## config.mk

```make
export PLATFORM = sky130hd
export DESIGN_NAME = useq_sequencer
export DESIGN_NICKNAME = d
export VERILOG_FILES = /design/src/rtl/useq_pkg.sv /design/src/rtl/useq_store.sv /design/src/rtl/useq_cond_sel.sv /design/src/rtl/useq_next_addr.sv /design/src/rtl/useq_uop_dec.sv /design/src/rtl/useq_sequencer.sv
export SDC_FILE = /design/constraint.sdc
export NUM_CORES = 1
export LEC_CHECK = 0
export CAP_MARGIN = 10
export CORE_MARGIN = 2
export CORE_UTILIZATION = 51
export DETAILED_ROUTE_END_ITERATION = 12
export GPL_ROUTABILITY_DRIVEN = 0
export PLACE_DENSITY = 0.84
export SLEW_MARGIN = 20
export SYNTH_ARGS = -nofsm -noshare
export SYNTH_HDL_FRONTEND = slang
export SYNTH_SLANG_ARGS = --single-unit
export TNS_END_PERCENT = 10
```

## constraint.sdc

```tcl
create_clock -name clk -period 5.2 [get_ports clk]
set_clock_uncertainty 0.2 [all_clocks]
set_input_delay 0.52 -clock clk [delete_from_list [all_inputs] [get_ports clk]]
set_output_delay 0.52 -clock clk [all_outputs]
set_load 0.05 [all_outputs]
```

## src/rtl/useq_pkg.sv

```systemverilog
package useq_pkg;
    localparam int ADDR_W  = 7;
    localparam int FLD_W   = 3;
    localparam int SEL_W   = 2;
    localparam int OPC_W   = 4;
    localparam int DEC_W   = (1 << FLD_W) - 1;
    localparam int WORD_W  = 3 * FLD_W + 2 * SEL_W + ADDR_W;
    localparam int ROM_MUL = 37;
    localparam int ROM_ADD = 11;

    typedef logic [ADDR_W-1:0] addr_t;

    typedef enum logic [SEL_W-1:0] {
        BR_JUMP = 2'b00,
        BR_CALL = 2'b01,
        BR_RET  = 2'b10,
        BR_MAP  = 2'b11
    } br_e;

    typedef struct packed {
        logic [FLD_W-1:0] fa;
        logic [FLD_W-1:0] fb;
        logic [FLD_W-1:0] fc;
        logic [SEL_W-1:0] sel;
        br_e              br;
        addr_t            tgt;
    } uword_t;

    function automatic uword_t store_word(addr_t a);
        uword_t w;
        int     t;
        t      = int'(a) * ROM_MUL + ROM_ADD;
        w.fa   = a[2:0];
        w.fb   = a[5:3];
        w.fc   = a[2:0] ^ a[5:3];
        w.sel  = a[1:0];
        w.br   = br_e'(a[3:2]);
        w.tgt  = addr_t'(t);
        return w;
    endfunction
endpackage

```

## src/rtl/useq_store.sv

```systemverilog
module useq_store
    import useq_pkg::*;
(
    input  addr_t  addr,
    output uword_t word
);
    always_comb word = store_word(addr);
endmodule

```

## src/rtl/useq_cond_sel.sv

```systemverilog
module useq_cond_sel
    import useq_pkg::*;
(
    input  logic [SEL_W-1:0] sel,
    input  logic             dr_bit15,
    input  logic             acc_sign,
    input  logic             acc_zero,
    output logic             hit
);
    always_comb begin
        unique case (sel)
            2'b00:   hit = 1'b1;
            2'b01:   hit = dr_bit15;
            2'b10:   hit = acc_sign;
            default: hit = acc_zero;
        endcase
    end
endmodule

```

## src/rtl/useq_next_addr.sv

```systemverilog
module useq_next_addr
    import useq_pkg::*;
(
    input  addr_t            cur,
    input  addr_t            link,
    input  br_e              br,
    input  addr_t            tgt,
    input  logic             hit,
    input  logic [OPC_W-1:0] opcode,
    output addr_t            nxt,
    output logic             link_we
);
    localparam int MAP_SH = ADDR_W - OPC_W - 1;

    addr_t seq;
    addr_t mapped;

    always_comb begin
        seq     = addr_t'(cur + 1'b1);
        mapped  = addr_t'({opcode, {MAP_SH{1'b0}}});
        link_we = 1'b0;
        nxt     = seq;
        unique case (br)
            BR_JUMP: if (hit) nxt = tgt;
            BR_CALL: if (hit) begin
                nxt     = tgt;
                link_we = 1'b1;
            end
            BR_RET:  if (hit) nxt = link;
            default: nxt = mapped;
        endcase
    end
endmodule

```

## src/rtl/useq_uop_dec.sv

```systemverilog
module useq_uop_dec
    import useq_pkg::*;
(
    input  logic [FLD_W-1:0] code,
    output logic [DEC_W-1:0] strobe
);
    for (genvar k = 0; k < DEC_W; k++) begin : g_bit
        assign strobe[k] = (code == FLD_W'(k + 1));
    end
endmodule

```

## src/rtl/useq_sequencer.sv

```systemverilog
module useq_sequencer
    import useq_pkg::*;
#(
    parameter int FETCH_ADDR = 64
) (
    input  logic             clk,
    input  logic             rst,
    input  logic             dr_bit15,
    input  logic             acc_sign,
    input  logic             acc_zero,
    input  logic [OPC_W-1:0] opcode,
    output logic [ADDR_W-1:0] ctl_addr,
    output logic [DEC_W-1:0] uop_a,
    output logic [DEC_W-1:0] uop_b,
    output logic [DEC_W-1:0] uop_c
);
    localparam addr_t START = addr_t'(FETCH_ADDR);

    typedef struct packed {
        addr_t  car;
        addr_t  link;
        uword_t cr;
    } seq_state_t;

    seq_state_t s_d, s_q;

    logic   cond_hit;
    logic   link_we;
    addr_t  nxt_addr;
    addr_t  load_addr;
    uword_t load_word;

    useq_cond_sel u_cond (
        .sel      (s_q.cr.sel),
        .dr_bit15 (dr_bit15),
        .acc_sign (acc_sign),
        .acc_zero (acc_zero),
        .hit      (cond_hit)
    );

    useq_next_addr u_next (
        .cur     (s_q.car),
        .link    (s_q.link),
        .br      (s_q.cr.br),
        .tgt     (s_q.cr.tgt),
        .hit     (cond_hit),
        .opcode  (opcode),
        .nxt     (nxt_addr),
        .link_we (link_we)
    );

    assign load_addr = rst ? START : nxt_addr;

    useq_store u_store (
        .addr (load_addr),
        .word (load_word)
    );

    always_comb begin
        s_d      = s_q;
        s_d.car  = load_addr;
        s_d.cr   = load_word;
        if (rst)          s_d.link = '0;
        else if (link_we) s_d.link = addr_t'(s_q.car + 1'b1);
    end

    always_ff @(posedge clk) begin
        s_q <= s_d;
    end

    useq_uop_dec u_dec_a (.code(s_q.cr.fa), .strobe(uop_a));
    useq_uop_dec u_dec_b (.code(s_q.cr.fb), .strobe(uop_b));
    useq_uop_dec u_dec_c (.code(s_q.cr.fc), .strobe(uop_c));

    assign ctl_addr = s_q.car;
endmodule

```

==> results.sh <==
export IMPL_finalWorstPathRequiredPeriod_ns=4.51
export IMPL_fin_area_sq_um=2030
export IMPL_grt_pass1_vias=1198
export IMPL_layout_commonest_cell="clkdlybuf4s50_1"
export IMPL_wl_met3_um=95
export IMPL_grt_max_degree=28
export IMPL_synth_area_top_cells="dfxtp_1, ha_1, mux2i_1, nor2_1, xnor2_1"
export IMPL_route_met2_wl_um=1630
export IMPL_synth_area_per_cell_sq_um=8.86
export IMPL_tritoncts="done"
export IMPL_final_util=0.654
export IMPL_slew_violations=0
export IMPL_grt_ovfl_total=0
export IMPL_endpoint_kind="register"
export IMPL_min_period_over_period=0.867
export IMPL_path_clk_slew_ns=0.13
export IMPL_required_ns=5.26
export IMPL_htree_levels=1
export IMPL_setup_violations_final=0
export IMPL_num_vias=1365
export IMPL_cp_cell_sequence="inv_1 > ha_1 > a211oi_2 > a21o_1 > nor2_1 > o21ai_0 > nor3b_1 > inv_1 > ha_1 > ha_1 > ha_1 > nand2_1 > o21bai_1 > a21oi_1 > xnor2_1 > a21o_1 > o22ai_1"
export IMPL_num_rows=20
export IMPL_top_layer="met4"
export IMPL_seq_area_frac_synth=0.283
export IMPL_antenna_left=0
export IMPL_syn2layout_area_growth_pct=19.4
export IMPL_crit_type="reg2reg"
export IMPL_drt_iter0_drc=41
export IMPL_critPathLaunchType="register"
export IMPL_crit_path_max_incr_delay_ns=0.56
export IMPL_insertedDiodeCount=0
export IMPL_max_freq_mhz=222
export IMPL_die_x_um=61.7
export IMPL_synth_seq_cells=24
export IMPL_dieArea_sq_um=3810
export IMPL_drive_gt1_frac=0.0419
export IMPL_cp_top_family="compound AO/OA/AOI/OAI gates"
export IMPL_postCtsSetupBuffers=0
export IMPL_final_cells=259
export IMPL_cp_arrival_ns=4.56
export IMPL_worstMarginPinSlew_ns=0.890
export IMPL_cp_slowest_cell="a21o_1"
export IMPL_netlist_instances=192
export IMPL_initial_core_util=0.548
export IMPL_cts_buffer_depth=2
export IMPL_final_seq_area_sq_um=480
export IMPL_synth_area_sq_um=1700
export IMPL_placed_cells=256
export IMPL_synth_warnings=0
export IMPL_hold_buffers=0
export IMPL_root_buffer="clkbuf_4"
export IMPL_slew_headroom=0.406
export IMPL_die_y_um=61.7
export IMPL_final_setup_tns_ns=0
export IMPL_post_cts_resized=0
export IMPL_mostFrequentLayoutCells="clkdlybuf4s50_1, dfxtp_1, nor2_1, ha_1, mux2i_1"
export IMPL_cts_buffers=3
export IMPL_synth_top_area_cell="dfxtp_1"
export IMPL_syn_nets=221
export IMPL_multiInputGateArea_sq_um=1070
export IMPL_coreArea_sq_um=3100
export IMPL_antenna_found_initial=0
export IMPL_hpwlAfterDp_um=2620
export IMPL_fin_nets=246
export IMPL_fill_cells=280
export IMPL_clock_sinks=24
export IMPL_grt_pass1_wl_um=5510
export IMPL_ios=37
export IMPL_drt_wl_total_um=3400
export IMPL_finalHoldViolCount=0
export IMPL_insertion_delay_ns=0.32
export IMPL_synth_top_area_frac=0.283
export IMPL_dr_pass1_iters=4
export IMPL_critPathBufInv=2
export IMPL_routedWlPerCell_um=13.1
export IMPL_synth_distinct_cells=41
export IMPL_hp_class="reg2reg"
export IMPL_io_buffers=36
export IMPL_status="complete, no violations"
export IMPL_grt_usage=0.198
export IMPL_avgViaCountPerCell=5.27
export IMPL_drc=0
export IMPL_routedLengthMet1_um=1620
export IMPL_placed_cell_area_sq_um=2010
export IMPL_crit_path_frequent_cell="ha_1"
export IMPL_maxCapViolCount=0
export IMPL_crit_fanout=16
export IMPL_rsz0062_at_grt="no"
[through the flow]
| step | setup slack, ns | hold WS, ns |
|---|---|---|
| finish | 0.692 | 0.321 |
| global route | 0.213 | 0.349 |
| CTS | 0.655 | 0.319 |
| detailed placement | 0.531 | 0.292 |
| global placement | 0.635 | 0.269 |
| floorplan | 1.22 | 0.252 |
[worst min-delay path, cell delays in order, from the launching register on]
cell	delay [ns]
dfxtp_1	0.35
mux2i_1	0.07
nor2_1	0.07
[cells in the mapped netlist]
cell type and instances:
xnor2_1 7, nor2b_1 7, nor3_1 4, buf_2 2
o21ai_0 3, inv_1 8, nand2b_1 3, dfxtp_1 24
o31ai_1 1, nor3_4 1, ha_1 19, nor2_1 22
fa_1 1, a31oi_1 1, xor2_1 6, buf_6 3
a221o_1 1, and2_1 3, nand2_1 9, a21o_1 2
buf_4 7, nor3b_1 7, and2_0 1, clkinv_1 1
nand3_1 1, a211oi_1 8, mux2i_4 1, mux2i_1 10
clkbuf_1 5, and3_1 3, o21a_1 1, a211oi_2 1
o21ai_1 1, o21bai_1 1, or2_1 1, a21oi_1 6
o22ai_1 2, a2111oi_0 2, o221ai_1 1, and3b_1 3
or2_2 2
[cells by family after synthesis]
kind of cell	Yosys count	synth area share
compound gates	31	0.127
xor+xnor	13	0.0670
fa+ha+maj	20	0.152
buf+inv	26	0.0876
flops	24	0.283
mux	11	0.0721
simple gates	67	0.213
[state kept, by name, summed over array words and instances (netlist names)]
register  count
s_q          22
ctl_addr      2
[final timing paths]
path | startpoint | end | slack [ns] | cells past startpoint
setup / recovery | s_q[9]$_DFF_P_ | s_q[6]$_DFF_P_ | 0.69 | 17
hold / removal | s_q[26]$_SDFFE_PP0P_ | s_q[26]$_SDFFE_PP0P_ | 0.32 | 2
hold reg to reg | s_q[26]$_SDFFE_PP0P_ | s_q[26]$_SDFFE_PP0P_ | 0.32 | 2
setup reg to reg | s_q[9]$_DFF_P_ | s_q[6]$_DFF_P_ | 0.69 | 17
[layout make-up]
type                            count  area share
Multi-Input combinational cell    142       0.527
Sequential cell                    24       0.237
Timing Repair Buffer               37       0.181
Tap cell                           44      0.0271
Inverter                            9      0.0166
Clock buffer                        3      0.0111
[layer usage]
layer | up-vias | GRT usage
met5 | - | 0
met4 | 0 | 0.0881
met3 | 5 | 0.0186
met2 | 32 | 0.322
met1 | 623 | 0.268
li1 | 705 | -
Power is left out: the tool's default activity adds up to more than one toggle a clock period on the data nets, which glitch-free logic cannot reach.
